===== config.mk =====
export PLATFORM = sky130hd
export DESIGN_NAME = ticket_lock_unit
export DESIGN_NICKNAME = d
export VERILOG_FILES = /design/src/rtl/tl_pkg.sv /design/src/rtl/tl_ticket_alloc.sv /design/src/rtl/tl_serve_ctr.sv /design/src/rtl/ticket_lock_unit.sv
export SDC_FILE = /design/constraint.sdc
export NUM_CORES = 1
export LEC_CHECK = 0
export ABC_AREA = 1
export CORE_MARGIN = 3
export CORE_UTILIZATION = 47
export CTS_CLUSTER_SIZE = 12
export DETAILED_ROUTE_END_ITERATION = 10
export GPL_TIMING_DRIVEN = 0
export MAX_ROUTING_LAYER = met4
export PLACE_DENSITY = 0.77
export SETUP_SLACK_MARGIN = 0.4
export SYNTH_ARGS = -nofsm -noshare
export SYNTH_HDL_FRONTEND = slang
export SYNTH_SLANG_ARGS = --single-unit

===== constraint.sdc =====
create_clock -name clk -period 2.4 [get_ports clk]
set_input_delay 0.48 -clock clk [delete_from_list [all_inputs] [get_ports clk]]
set_output_delay 0.48 -clock clk [all_outputs]
set_load 0.05 [all_outputs]

===== src/rtl/tl_pkg.sv =====
package tl_pkg;

    // Outcome of a release strobe for one cycle
    typedef enum logic [1:0] {
        REL_IDLE   = 2'd0,
        REL_STEP   = 2'd1,
        REL_REFUSE = 2'd2
    } rel_kind_e;

    // Counter width for a given number of requesters: one extra bit so that
    // NUM_REQ outstanding tickets never alias the empty state
    function automatic int tl_cnt_w(input int n);
        return $clog2(n) + 1;
    endfunction

endpackage


===== src/rtl/tl_ticket_alloc.sv =====
module tl_ticket_alloc #(
    parameter int N = 4,
    parameter int W = 3
) (
    input  logic           clk,
    input  logic           rst,
    input  logic [N-1:0]   req,
    output logic [W-1:0]   next_q,
    output logic [N*W-1:0] ticket_flat,
    output logic [N-1:0]   valid_q
);
    // Running base: lane i receives the issue count plus the strobes of lanes below it
    logic [W-1:0] base [N+1];

    assign base[0] = next_q;

    generate
        for (genvar i = 0; i < N; i++) begin : g_lane
            logic [W-1:0] tk_q;

            assign base[i+1] = base[i] + W'(req[i]);

            always_ff @(posedge clk) begin
                if (rst) begin
                    tk_q <= '0;
                end else if (req[i]) begin
                    tk_q <= base[i];
                end
            end

            assign ticket_flat[i*W +: W] = tk_q;
        end
    endgenerate

    always_ff @(posedge clk) begin
        if (rst) begin
            next_q  <= '0;
            valid_q <= '0;
        end else begin
            next_q  <= base[N];
            valid_q <= req;
        end
    end

endmodule


===== src/rtl/tl_serve_ctr.sv =====
module tl_serve_ctr
    import tl_pkg::*;
#(
    parameter int W = 3
) (
    input  logic         clk,
    input  logic         rst,
    input  logic         rel,
    input  logic [W-1:0] next_q,
    output logic [W-1:0] serve_q,
    output logic         err_q,
    output rel_kind_e    kind
);
    // Decision uses the counters as they stand before this edge
    always_comb begin
        if (!rel) begin
            kind = REL_IDLE;
        end else if (serve_q == next_q) begin
            kind = REL_REFUSE;
        end else begin
            kind = REL_STEP;
        end
    end

    always_ff @(posedge clk) begin
        if (rst) begin
            serve_q <= '0;
            err_q   <= 1'b0;
        end else begin
            case (kind)
                REL_STEP:   serve_q <= serve_q + W'(1);
                REL_REFUSE: err_q   <= 1'b1;
                default:    ;
            endcase
        end
    end

endmodule


===== src/rtl/ticket_lock_unit.sv =====
module ticket_lock_unit
    import tl_pkg::*;
#(
    parameter int NUM_REQ = 4,
    localparam int CNT_W  = tl_cnt_w(NUM_REQ)
) (
    input  logic                     clk,
    input  logic                     rst,
    input  logic [NUM_REQ-1:0]       acq_req,
    output logic [NUM_REQ-1:0]       acq_valid,
    output logic [NUM_REQ*CNT_W-1:0] acq_ticket,
    input  logic                     rel_strobe,
    output logic [CNT_W-1:0]         serving,
    output logic                     rel_err
);
    logic [CNT_W-1:0] next_q;
    rel_kind_e        rel_kind;

    tl_ticket_alloc #(.N(NUM_REQ), .W(CNT_W)) u_alloc (
        .clk         (clk),
        .rst         (rst),
        .req         (acq_req),
        .next_q      (next_q),
        .ticket_flat (acq_ticket),
        .valid_q     (acq_valid)
    );

    tl_serve_ctr #(.W(CNT_W)) u_serve (
        .clk     (clk),
        .rst     (rst),
        .rel     (rel_strobe),
        .next_q  (next_q),
        .serve_q (serving),
        .err_q   (rel_err),
        .kind    (rel_kind)
    );

endmodule


==> impl_metrics.csv <==
group,metric,value,unit
layout,drive_gt1_frac,0.120,
placement,routabilityCongestion,0.833,
clock_tree,path_clk_slew,0.13,ns
detailed_routing,vias,927,
critical_path,worst-path-buf-inv,1,
critical_path,r2r_end,"u_alloc.next_q[2]",
min_path,hold_class,"reg -> reg",
critical_path,r2r_cells,8,
clock_tree,clock_latency,0.31,ns
critical_path,path_max_fanout,2,
run_status,outcome,"completed",
critical_path,r2r_start,"u_alloc.next_q[0]",
critical_path,max_stage_delay,0.82,ns
min_path,min_to,"u_serve.err_q",
clock_tree,post_cts_buffers,0,
detailed_routing,drc,0,
yosys,synth_edf_count,0,
yosys,netlist_top_cells_count,"dfxtp_1 (23), nor2_1 (22), inv_1 (19)",
global_route,overflow,0,
layout,synthToLayoutAreaGrowth,36.5,%
layout,fin_nets,175,
yosys,synth_fp_nets,144,
yosys,synth_seq_cells,23,
layout,num_antenna_cells,0,
critical_path,crit_chain,"clkdlybuf4s50_1",
critical_path,critPathLaunchType,"flip-flop",
min_path,worstHoldStart,"u_serve.err_q",
floorplan,die_y,52.8,um
critical_path,regToRegSetupSlack,0.51,ns
yosys,synth.distinct_cells,18,
detailed_routing,drtAntennaViolNets,0,
floorplan,initial_utilization,0.509,
critical_path,cp-end-kind,"output port",
floorplan,die_w,52.8,um
placement,hpwl,1580,um
layout,seq_area,460,sq um
placement,place_ws,-0.298,ns
power,peakVddDrop,581,uV
critical_path,required,1.92,ns
power,finalPower,1410,uW
clock_tree,cts-root-buf,"clkbuf_4",
layout,multiInputGateArea,541,sq um
run,maxCapViolCount,0,
sta,rsz0062_at_grt,"true",
power,power.density,1010,nW/um^2
placement,place_inst,181,
critical_path,cpMaxStageDelayCell,"clkdlybuf4s50_1",
sta,maxSlewViolCount,0,
yosys,async_reset_ff_frac,0,
detailed_routing,viasPerCell,5.01,
detailed_routing,wl,2140,um
sta,slew_headroom,0.643,
placement,portBuffers,26,
detailed_routing,first_pass_iters,4,
sta,finalCritPeriodShare,0.815,
floorplan,core_area,2020,sq um
yosys,synthCells,128,
clock_tree,cts_htree_levels,1,
global_route,grt_pass1_vias,882,
sta,setup_viol,0,
critical_path,cp.arrival,1.48,ns
critical_path,cp_top_family,"buffers and inverters",
floorplan,boundaryPins,27,
sta,clock_skew,0.0128,ns
layout,utilization,0.694,
sta,finalSetupTns,0,ns
global_route,grt_start_max_net_pins,13,
global_route,grt_pass1_wl,3640,um
global_route,use_met2,0.283,
sta,fmax,511,MHz
yosys,yosysTopAreaCellShare,0.448,
global_route,busiest_layer,"met2",
clock_tree,holdBufCountCts,0,
clock_tree,cts_buffer_depth,2,
yosys,synth_area_per_cell,8.04,sq um
yosys,synthesis.area,1030,sq um
yosys,synth-main-ff-cell,"dfxtp_1",
detailed_routing,avgRoutedWirePerCell,11.6,um
yosys,ys_warn_count,0,
global_route,grtUsageMet1,0.228,
clock_tree,cts_tree,"built",
global_route,antenna_found_initial,0,
clock_tree,numCtsBuffers,3,
sta,tightest_slew,0.535,ns
yosys,synth_area_leaders,"dfxtp_1 (45%), ha_1 (11%), nor2_1 (8.0%)",
yosys,ys_seq_area_frac,0.448,
yosys,yosys.area.top_type,"dfxtp_1",
global_route,use_met3,0.0256,
power,p_leak,0.000649,uW
critical_path,criticalPathCategory,"reg -> out",
sta,finalHoldViolCount,0,
layout,final_cells,185,
sta,setup_slack,0.444,ns
min_path,min_path_cells,2,
clock_tree,cts.sinks,23,
detailed_routing,first_iter_violations,17,
sta,period_needed,1.96,ns
yosys,yosysMostFrequentCell,"dfxtp_1",
floorplan,fp-row-count,16,
layout,nFillCells,169,
global_route,grt.total_usage,0.182,
floorplan,die_area,2790,sq um
## worst register-to-register path: cells and delay by family (launching register included)
family	cells	cell delay [ns]
adder cells (fa/ha/maj)	5	1.15
flip-flops	1	0.43
AND/OR/NAND/NOR	3	0.26
## sequential cells by signal, indices dropped and copies added (netlist names)
| register | flops |
|---|---|
| u_alloc.g_lane.tk_q | 12 |
| u_alloc.valid_q | 4 |
| u_alloc.next_q | 3 |
| u_serve.serve_q | 3 |
| u_serve.err_q | 1 |
## cell usage in the layout (no fill, tap or decap)
master and count:
a21oi_1 4, a21oi_2 3, buf_2 1, clkbuf_1 2, clkbuf_4 3, clkdlybuf4s15_2 1
clkdlybuf4s50_1 20, dfxtp_1 23, dlygate4sd2_1 3, dlymetal6s2s_1 2, ha_1 4, ha_2 1
ha_4 4, inv_1 19, nand2_1 13, nand2_2 3, nand3_1 12, nand3_2 3
nand4_1 1, nor2_1 22, o211ai_1 2, o21ai_0 9, o21ai_1 1, xnor2_1 1
xor2_1 1
## where the power goes
group | switching, uW | internal [uW]
clock | 112 | 64.9
sequential | 52.0 | 452
combinational | 456 | 274
## final cells by class
class                           instances  area share
Sequential cell                        23       0.328
Timing Repair Buffer                   26       0.187
Clock buffer                            4      0.0187
Tap cell                               27      0.0241
Multi-Input combinational cell         84       0.385
Inverter                               19      0.0508
Buffer                                  2     0.00624
## metal layers
metal  share of wire  vias up
met4           0.030        0
li1                -      473
met2            0.47       25
met3           0.043        8
met5               0        -
met1            0.45      421
## worst max path at each step
stage / start / to / slack [ns] / depth (start not counted)
after floorplan: acq_req[0] / u_alloc.next_q[1] / 0.42 / 7
after global placement: acq_req[0] / u_alloc.next_q[1] / -0.29 / 8
after detailed placement: acq_req[0] / u_alloc.next_q[2] / -0.30 / 9
after CTS: acq_req[0] / u_alloc.next_q[2] / 0.36 / 9
after global routing: u_alloc.g_lane[1].tk_q[2] / acq_ticket[5] / 0.37 / 1
final: u_alloc.g_lane[1].tk_q[0] / acq_ticket[3] / 0.44 / 1
## per-stage QoR
step                      hold WS, ns  cell area [sq um]
after floorplan                 0.460               1040
after global placement          0.439               1340
after detailed placement        0.441               1340
after CTS                       0.460               1360
after global routing            0.484               1400
final                           0.457               1400
## cells by family (layout without fill, tap and decap cells)
kind of cell	Yosys count	after routing	share of synthesized area
simple gates	54	54	0.240
compound gates	19	19	0.108
xor+xnor	2	2	0.0170
flops	23	23	0.448
buf+inv	21	51	0.0779
fa+ha+maj	9	9	0.109
## timing repair
action / in CTS / in global routing
pin swaps: 1 / 0
gates resized for setup: 6 / 5
setup endpoints to repair: 8 / 3
cloned: 0 / 0
No activity file was read; power rests on OpenSTA's default activity.
